**config.mk**
```make
export PLATFORM = sky130hd
export DESIGN_NAME = marker_framer
export DESIGN_NICKNAME = d
export VERILOG_FILES = /design/src/rtl/mf_pkg.sv /design/src/rtl/mf_window.sv /design/src/rtl/mf_heartbeat.sv /design/src/rtl/mf_payload.sv /design/src/rtl/marker_framer.sv
export SDC_FILE = /design/constraint.sdc
export NUM_CORES = 1
export LEC_CHECK = 0
export BUFFER_PORTS_ARGS = -buffer_cell sky130_fd_sc_hd__buf_2
export CAP_MARGIN = 20
export CELL_PAD_IN_SITES_DETAIL_PLACEMENT = 0
export CELL_PAD_IN_SITES_GLOBAL_PLACEMENT = 1
export CORE_ASPECT_RATIO = 1.5
export CORE_MARGIN = 3
export CORE_UTILIZATION = 46
export DETAILED_ROUTE_END_ITERATION = 7
export GPL_TIMING_DRIVEN = 0
export PLACE_DENSITY = 0.77
export SYNTH_ARGS = -nofsm -noshare
export SYNTH_HDL_FRONTEND = slang
export SYNTH_SLANG_ARGS = --single-unit
export TNS_END_PERCENT = 100
```
**constraint.sdc**
```tcl
create_clock -name clk -period 3.48 [get_ports clk]
set_clock_uncertainty 0.2 [all_clocks]
set_input_delay 0.696 -clock clk [delete_from_list [all_inputs] [get_ports clk]]
set_output_delay 0.696 -clock clk [all_outputs]
set_load 0.01 [all_outputs]
```
**src/rtl/mf_pkg.sv**
```systemverilog
package mf_pkg;

  localparam int unsigned BYTE_W    = 8;
  localparam int unsigned WIN_DEPTH = 4;
  localparam int unsigned WIN_PTR_W = $clog2(WIN_DEPTH);

  typedef enum logic [1:0] {
    ST_IDLE = 2'd0,
    ST_HUNT = 2'd1,
    ST_LOAD = 2'd2,
    ST_DONE = 2'd3
  } mf_state_e;

  // Start marker, oldest byte first.
  function automatic logic [BYTE_W-1:0] marker_byte(input logic [1:0] idx);
    case (idx)
      2'd0:    marker_byte = 8'hFF;
      2'd1:    marker_byte = 8'h00;
      2'd2:    marker_byte = 8'h00;
      default: marker_byte = 8'hFF;
    endcase
  endfunction

  // Sync word that heads a well-formed payload, first byte first.
  function automatic logic [BYTE_W-1:0] sync_byte(input logic [1:0] idx);
    case (idx)
      2'd0:    sync_byte = 8'h7E;
      2'd1:    sync_byte = 8'hAA;
      2'd2:    sync_byte = 8'h99;
      default: sync_byte = 8'h7E;
    endcase
  endfunction

endpackage

```
**src/rtl/mf_window.sv**
```systemverilog
module mf_window
  import mf_pkg::*;
(
  input  logic              clk,
  input  logic              rst_n,
  input  logic              clr_i,
  input  logic              push_i,
  input  logic [BYTE_W-1:0] byte_i,
  output logic              hit_o
);

  logic [BYTE_W-1:0]    ent_q [WIN_DEPTH];
  logic [WIN_PTR_W-1:0] wr_ptr_q;
  logic [WIN_PTR_W-1:0] wr_ptr_d;
  logic                 all_eq;

  // Oldest held byte sits just after the write pointer; the incoming byte is the newest.
  always_comb begin
    all_eq = (byte_i == marker_byte(2'(WIN_DEPTH - 1)));
    for (int k = 0; k < WIN_DEPTH - 1; k++) begin
      if (ent_q[wr_ptr_q + WIN_PTR_W'(k + 1)] != marker_byte(2'(k))) begin
        all_eq = 1'b0;
      end
    end
  end

  assign hit_o = push_i & all_eq;

  always_comb begin
    wr_ptr_d = wr_ptr_q;
    if (clr_i) begin
      wr_ptr_d = '0;
    end else if (push_i) begin
      wr_ptr_d = wr_ptr_q + WIN_PTR_W'(1);
    end
  end

  always_ff @(posedge clk or negedge rst_n) begin
    if (!rst_n) begin
      wr_ptr_q <= '0;
    end else begin
      wr_ptr_q <= wr_ptr_d;
    end
  end

  for (genvar g = 0; g < WIN_DEPTH; g++) begin : g_ent
    logic ent_we;
    assign ent_we = push_i && (wr_ptr_q == WIN_PTR_W'(g));
    always_ff @(posedge clk or negedge rst_n) begin
      if (!rst_n) begin
        ent_q[g] <= '0;
      end else if (clr_i) begin
        ent_q[g] <= '0;
      end else if (ent_we) begin
        ent_q[g] <= byte_i;
      end
    end
  end

endmodule

```
**src/rtl/mf_heartbeat.sv**
```systemverilog
module mf_heartbeat #(
  parameter int unsigned HB_CYCLES = 200_000_000
) (
  input  logic clk,
  input  logic rst_n,
  input  logic clr_i,
  input  logic active_i,
  output logic beat_o
);

  localparam int unsigned CNT_W = (HB_CYCLES > 1) ? $clog2(HB_CYCLES) : 1;
  localparam logic [CNT_W-1:0] LAST = CNT_W'(HB_CYCLES - 1);

  logic [CNT_W-1:0] cnt_q, cnt_d;
  logic             beat_q, beat_d;

  always_comb begin
    cnt_d  = cnt_q;
    beat_d = 1'b0;
    if (clr_i) begin
      cnt_d = '0;
    end else if (active_i) begin
      if (cnt_q == LAST) begin
        cnt_d  = '0;
        beat_d = 1'b1;
      end else begin
        cnt_d = cnt_q + CNT_W'(1);
      end
    end
  end

  always_ff @(posedge clk or negedge rst_n) begin
    if (!rst_n) begin
      cnt_q  <= '0;
      beat_q <= 1'b0;
    end else begin
      cnt_q  <= cnt_d;
      beat_q <= beat_d;
    end
  end

  assign beat_o = beat_q;

endmodule

```
**src/rtl/mf_payload.sv**
```systemverilog
module mf_payload
  import mf_pkg::*;
#(
  parameter int unsigned PAYLOAD_LEN = 135100
) (
  input  logic              clk,
  input  logic              rst_n,
  input  logic              clr_i,
  input  logic              take_i,
  input  logic [BYTE_W-1:0] byte_i,
  output logic              last_o,
  output logic              sync_ok_o
);

  localparam int unsigned CNT_W = $clog2(PAYLOAD_LEN + 1);
  localparam logic [CNT_W-1:0] LAST_IDX = CNT_W'(PAYLOAD_LEN - 1);
  localparam logic [CNT_W-1:0] HEAD_LEN = CNT_W'(4);
  localparam logic [CNT_W-1:0] HEAD_END = CNT_W'(3);

  logic [CNT_W-1:0] cnt_q, cnt_d;
  logic             good_q, good_d;
  logic             ok_q, ok_d;
  logic             in_head;
  logic             byte_eq;

  assign in_head = (cnt_q < HEAD_LEN);
  assign byte_eq = (byte_i == sync_byte(cnt_q[1:0]));
  assign last_o  = take_i && (cnt_q == LAST_IDX);

  always_comb begin
    cnt_d  = cnt_q;
    good_d = good_q;
    ok_d   = ok_q;
    if (clr_i) begin
      cnt_d  = '0;
      good_d = 1'b1;
      ok_d   = 1'b0;
    end else if (take_i) begin
      cnt_d = cnt_q + CNT_W'(1);
      if (in_head && !byte_eq) begin
        good_d = 1'b0;
      end
      if ((cnt_q == HEAD_END) && good_q && byte_eq) begin
        ok_d = 1'b1;
      end
    end
  end

  always_ff @(posedge clk or negedge rst_n) begin
    if (!rst_n) begin
      cnt_q  <= '0;
      good_q <= 1'b1;
      ok_q   <= 1'b0;
    end else begin
      cnt_q  <= cnt_d;
      good_q <= good_d;
      ok_q   <= ok_d;
    end
  end

  assign sync_ok_o = ok_q;

endmodule

```
**src/rtl/marker_framer.sv**
```systemverilog
module marker_framer
  import mf_pkg::*;
#(
  parameter int unsigned PAYLOAD_LEN = 135100,
  parameter int unsigned HB_CYCLES   = 200_000_000,
  parameter int unsigned DISC_W      = 32
) (
  input  logic              clk,
  input  logic              rst_n,
  input  logic              arm_i,
  input  logic              rx_valid_i,
  input  logic [7:0]        rx_data_i,
  output logic              tx_valid_o,
  output logic [7:0]        tx_data_o,
  output logic              done_o,
  output logic              sync_ok_o,
  output logic [DISC_W-1:0] discard_cnt_o,
  output logic              beat_o
);

  mf_state_e         state_q, state_d;
  logic              hunting, loading;
  logic              push, take, hit, last;
  logic [DISC_W-1:0] disc_q, disc_d;
  logic              tx_vld_q;
  logic [7:0]        tx_dat_q;
  logic              done_q, done_d;
  logic              beat_active;

  assign hunting = (state_q == ST_HUNT);
  assign loading = (state_q == ST_LOAD);
  assign push    = rx_valid_i && hunting && !arm_i;
  assign take    = rx_valid_i && loading && !arm_i;

  mf_window u_window (
    .clk    (clk),
    .rst_n  (rst_n),
    .clr_i  (arm_i),
    .push_i (push),
    .byte_i (rx_data_i),
    .hit_o  (hit)
  );

  mf_payload #(.PAYLOAD_LEN(PAYLOAD_LEN)) u_payload (
    .clk       (clk),
    .rst_n     (rst_n),
    .clr_i     (arm_i),
    .take_i    (take),
    .byte_i    (rx_data_i),
    .last_o    (last),
    .sync_ok_o (sync_ok_o)
  );

  assign beat_active = hunting && (disc_q == '0) && !rx_valid_i && !arm_i;

  mf_heartbeat #(.HB_CYCLES(HB_CYCLES)) u_beat (
    .clk      (clk),
    .rst_n    (rst_n),
    .clr_i    (arm_i),
    .active_i (beat_active),
    .beat_o   (beat_o)
  );

  always_comb begin
    state_d = state_q;
    if (arm_i) begin
      state_d = ST_HUNT;
    end else begin
      case (state_q)
        ST_HUNT: if (hit)  state_d = ST_LOAD;
        ST_LOAD: if (last) state_d = ST_DONE;
        default: state_d = state_q;
      endcase
    end
  end

  always_comb begin
    disc_d = disc_q;
    done_d = done_q;
    if (arm_i) begin
      disc_d = '0;
      done_d = 1'b0;
    end else begin
      if (push) disc_d = disc_q + DISC_W'(1);
      if (last) done_d = 1'b1;
    end
  end

  always_ff @(posedge clk or negedge rst_n) begin
    if (!rst_n) begin
      state_q  <= ST_IDLE;
      disc_q   <= '0;
      done_q   <= 1'b0;
      tx_vld_q <= 1'b0;
    end else begin
      state_q  <= state_d;
      disc_q   <= disc_d;
      done_q   <= done_d;
      tx_vld_q <= take;
    end
  end

  always_ff @(posedge clk or negedge rst_n) begin
    if (!rst_n) begin
      tx_dat_q <= '0;
    end else if (take) begin
      tx_dat_q <= rx_data_i;
    end
  end

  assign tx_valid_o    = tx_vld_q;
  assign tx_data_o     = tx_dat_q;
  assign done_o        = done_q;
  assign discard_cnt_o = disc_q;

endmodule

```
After elaboration in Yosys (flattened, before gate mapping)
Index checks and enable logic that the tools add are counted.
{"block": "totals", "reg_bits": 127, "latch_bits": 0, "mem_bits_rw": 0, "romBits": 0, "output_inout_bits": 44, "wordCells": 125, "memories": 0}
{"block": "classes", "addsub": 6, "mul": 0, "div_mod_pow": 0, "magnitude_cmp": 4, "n_eq_ne": 15, "shifts": 0, "muxes": 45, "bitwise_logic": 4, "n_reduce_logical": 36}
{"operator": "8-bit two-way mux", "n": 14}
{"operator": "28-bit two-way mux", "n": 3}
{"operator": "32-bit two-way mux", "n": 2}
{"operator": "8-bit binary-select mux with 2-bit select", "n": 3}
{"operator": "18-bit two-way mux", "n": 2}
{"operator": "32-bit by 1-bit adder with 32-bit output (second input constant)", "n": 1}
{"operator": "32-bit zero test", "n": 1}
{"operator": "28-bit by 1-bit adder with 28-bit output (second input constant)", "n": 1}
{"operator": "28-bit == test (second input constant)", "n": 1}
{"operator": "2-bit nonzero test", "n": 10}
{"operator": "18-bit by 1-bit adder with 18-bit output (second input constant)", "n": 1}
{"operator": "18-bit == test (second input constant)", "n": 1}
{"operator": "18-bit by 2-bit == test with 1-bit output (second input constant)", "n": 1}
{"operator": "18-bit by 3-bit < comparator with 1-bit output (second input constant)", "n": 1}
{"operator": "8-bit case mux with 2 select lines", "n": 1}
{"operator": "8-bit nonzero test", "n": 2}
{"operator": "1-bit logical AND", "n": 15}
{"operator": "1-bit two-way mux", "n": 14}
{"operator": "2-bit two-way mux", "n": 5}
{"operator": "3-bit greater-or-equal comparator (second input constant)", "n": 3}
{"operator": "2-bit NOT with 3-bit output", "n": 3}
{"operator": "2-bit == test (second input constant)", "n": 4}
{"operator": "8-bit == test", "n": 1}
{"operator": "8-bit == test (second input constant)", "n": 1}
{"operator": "other kinds (12)", "n": 19}

Logic depth before layout (Yosys ltp)
{"block": "depth", "depth_word": 13, "depth_mapped": 9, "ltp_nobuf": 7}

Cells and area by module
Synthesis repeated with hierarchy kept, for this count alone.
{"block": "hier_totals", "cells_unflattened": 745, "area_unflattened_um2": 6941.7}
{"mod": "marker_framer", "n_inst": 1, "cells_per_inst": 236, "area_each_um2": 2304.7}
{"mod": "mf_heartbeat", "n_inst": 1, "cells_per_inst": 186, "area_each_um2": 1729.2}
{"mod": "mf_window", "n_inst": 1, "cells_per_inst": 199, "area_each_um2": 1719.1}
{"mod": "mf_payload", "n_inst": 1, "cells_per_inst": 124, "area_each_um2": 1188.6}

Least setup slack after synthesis
OpenSTA, ideal clock, no wires.
{"block": "synth_timing", "path_kind": "in2reg", "start": "in rx_valid_i", "end": "reg u_beat.cnt_q[24]", "setup_time_ps": 78, "t_arrival_ps": 2270, "setup_slack_ps": 932, "path_stages": 6, "n_path_buf": 1, "cell_sequence": "nor4b_1 -> nand4_1 -> or3_4 -> clkbuf_2 -> or4_1 -> a21oi_1"}
{"block": "synth_between", "elab_chain_cells": 4}
{"item": "start, declared", "line": "marker_framer.sv:11", "source": "input logic rx_valid_i,"}
{"item": "1-bit zero test", "line": "marker_framer.sv:54", "source": "assign beat_active = hunting && (disc_q == '0) && !rx_valid_i && !arm_i;"}
{"item": "1-bit logical AND (2 in a row)", "line": "marker_framer.sv:54"}
{"item": "2-bit nonzero test (no line)"}
{"item": "end signal, assigned", "line": "mf_heartbeat.sv:37", "source": "cnt_q <= cnt_d;"}
{"item": "end, declared", "line": "mf_heartbeat.sv:14", "source": "logic [CNT_W-1:0] cnt_q, cnt_d;"}
Every way passes these cells.
A chain may end at the register's enable or synchronous reset.

Worst setup path in the final report
{"block": "layout_timing", "start": "reg u_beat.cnt_q[0]", "end": "reg u_beat.cnt_q[26]"}
{"block": "layout_between", "elab_chain_cells": 4}
{"item": "28-bit by 1-bit adder with 28-bit output / 28-bit == test (equally long branches)", "line": "mf_heartbeat.sv:27, mf_heartbeat.sv:23"}
{"item": "28-bit two-way mux (*)", "line": "mf_heartbeat.sv:23", "source": "if (cnt_q == LAST) begin"}
{"item": "28-bit two-way mux (*)", "line": "mf_heartbeat.sv:22", "source": "end else if (active_i) begin"}
{"item": "28-bit two-way mux (*)", "line": "mf_heartbeat.sv:20", "source": "if (clr_i) begin"}
Every way passes the cells marked *; elsewhere a longest branch is shown, timed or not. The select of a mux whose other input is x is not followed.

==> metrics <==
result of the run=finished, final reports clean; initial antenna violation count=0; vias in the first global route=5902; Post-synth EDFFs=0; cts bufs inserted=17; max incr delay on CP=1010 ps; Die Height=154.3 um; critical path launch point type=register; drt first pass iters=5; CTS tree=done; slowest cell on the critical path=nor4_1; PwrDens=472.0 nW/um2; Cell Chain, Critical Path=ha_1, nand4_4, nor4_1, nand3b_1, or4_1, a21oi_1; metal3 WL=951 um; count of mapped cells out of synthesis=746; MaxCap Viol Count=0; Ports=56; Final period util=86.34%; Worst-Margin Slew=1213 ps; via count=6017; Via density=5.893; Synth area leaders=dfrtp_1 47%, nand2_1 6.1%, a21oi_1 4.7%; VDD IR max=0.0003421 V; number of inserted diodes=0; final hold vios=0; CP required=3620 ps; Power, Total=3.743 mW; Syn Area/Cell=9.040 um2; asr flop ratio synth=100.0%; final count of negative-setup-slack endpoints=0; worst setup path class=reg2reg; P_leak=3.260 nW; die width=104.9 um; DRT Wirelength=18430 um; CTS root buf=clkbuf_16; final net count=838; Sink Count=127; cts hold-fix bufs=0; Multi-input gate area=3327 um2; CP max FO=7; RSZ-0062 raised after global routing=no; CTS H-tree lvls=4; CP Data Arrival Time=3140 ps; Core Rows=53; commonest non-fill, non-tap cells in the layout=126 x dfrtp_1, 110 x nand2_1, 64 x a21oi_1; Post-DRT Antenna Nets=0; initial drt markers=402; Post-Syn Nets=768; fin. max-slew vios=0; Met2 Wirelength=9514 um; Tmin final=3005 ps; DR top layer=met4; Reg area=3179 um2; layout cells sized above 1=13.03%; first-pass GRT wire length=30120 um; Max-slew headroom=18.40%; Hold WC Path Type=in2async; gr ovfl total=0; DRC viols=0; crit end category=register; Yosys top cell area share=46.75%; Fin Hold WS=54.63 ps; die area=16180 um2; P&R area growth vs syn=17.59%; wire length on met1=7551 um; Mapped Area=6744 um2; Clock Path Buffers=2; Yosys top cell by area=dfrtp_1; GPL Wtd Cong=0.8904; count of cell types in the netlist=60; Seq/Total Area, Yosys=47.14%; Routed WL per cell=18.05 um; Post-DP HPWL=13010 um; setup tns final=0 ps; largest net degree at the start of global routing=67; fill count=1333; PortBufs=50; Synth Flop Type=dfrtp_1; placed cell area=7268 um2; Yosys reg bits=127; Core Area=14190 um2; commonest non-fill, non-tap cell in the layout=dfrtp_1; initial core utilization=47.52%; Clk pin slew, worst setup/hold paths=60 ps; Worst-Skew Late Latency=420 ps; fin area=7930 um2; maximum clock rate=0.3328 GHz; aggregate global-route resource usage=23.25%; Synth Warn #=0
stage by stage:
stage	utilization [%]	std cells	worst slack, ps
2_1_floorplan	-	746	931.7
6_report	55.88	1021	475.3
5_1_grt	55.88	1021	132.9
3_3_place_gp	50.98	988	-182.1
4_1_cts	55.86	1021	287.1
3_5_place_dp	51.22	989	141.1
logic make-up (layout without fill, tap and decap cells):
family / Yosys count / after routing / synth area share, %
adders and majority gates: 10 / 10 / 1.855
buffers and inverters: 57 / 140 / 3.562
xor gates and xnor gates: 44 / 44 / 5.714
AOI/OAI and AO/OA: 116 / 116 / 10.22
DFF: 127 / 127 / 47.14
muxes: 9 / 9 / 1.670
and+or+nand+nor: 383 / 383 / 29.83
path summary, 6_finish.rpt:
kind,cells after the start,to,slack (ps),startpoint
worst max register to register,6,u_beat.cnt_q[26]$_DFFE_PN0P_,480,u_beat.cnt_q[0]$_DFFE_PN0P_
worst min register to register,1,done_o$_DFFE_PN0P_,270,done_o$_DFFE_PN0P_
worst min-delay path,1,u_beat.cnt_q[12]$_DFFE_PN0P_,50,rst_n
min in group clk,1,done_o$_DFFE_PN0P_,270,done_o$_DFFE_PN0P_
max in group asynchronous,2,discard_cnt_o[26]$_DFFE_PN0P_,2280,rst_n
worst max-delay path,6,u_beat.cnt_q[26]$_DFFE_PN0P_,480,u_beat.cnt_q[0]$_DFFE_PN0P_
synthesized netlist by cell type (3+ instances only):
cell	number
a22oi_1	3
a21o_1	4
nand4b_1	3
nand3_1	37
nand4_1	29
nor3_1	32
or4_1	17
nor4_1	38
and3_1	5
xor2_1	11
ha_1	10
nand3b_1	4
xnor2_1	33
inv_1	19
o21ai_0	21
nor2_1	61
a21oi_1	64
o2bb2ai_1	7
dfrtp_1	126
mux2_2	8
buf_1	5
or3_1	11
a32o_1	3
and2_1	8
nand2_1	110
clkbuf_1	27
and4_1	5
nand2b_1	6
critical path: cells and delay by family (launching register included):
family,cells,cell delay (ps)
and+or+nand+nor,4,1810
DFF,1,450
adders and majority gates,1,310
AOI/OAI and AO/OA,1,150
state kept, by name, indices dropped and copies added (netlist names):
| signal | cells |
|---|---|
| discard_cnt_o | 32 |
| u_window.ent_q | 32 |
| u_beat.cnt_q | 28 |
| u_payload.cnt_q | 18 |
| tx_data_o | 8 |
| state_q | 2 |
| u_window.wr_ptr_q | 2 |
| done_o | 1 |
| tx_valid_o | 1 |
| u_beat.beat_o | 1 |
| u_payload.good_q | 1 |
| u_payload.sync_ok_o | 1 |
area by class of cell:
class,instances,share of cell area [%]
buffer,37,2.083
multi-input combinational,562,41.95
timing repair buffer,51,3.582
sequential,127,40.09
clock buffer,17,5.364
clock inverter,15,2.950
tap,192,3.029
inverter,20,0.9467
report_power, final:
group | total, mW | leakage [nW] | internal (mW) | switching [mW]
Combinational | 0.247 | 1.19 | 0.0718 | 0.175
Sequential | 1.52 | 1.76 | 1.50 | 0.0198
Clock | 1.98 | 0.316 | 1.28 | 0.696
Total | 3.74 | 3.26 | 2.85 | 0.891
per-layer routing:
| metal | GRT usage (%) | vias to the layer above |
|---|---|---|
| met5 | 0 | - |
| met4 | 7.942 | 0 |
| met3 | 5.052 | 32 |
| met2 | 39.73 | 180 |
| met1 | 29.14 | 2962 |
| li1 | - | 2843 |
what timing repair did:
action,in CTS,in global routing
endpoints found under the setup margin,0,4
gates resized for setup,0,1
buffers inserted,0,0
No activity file was read; power rests on OpenSTA's default activity.
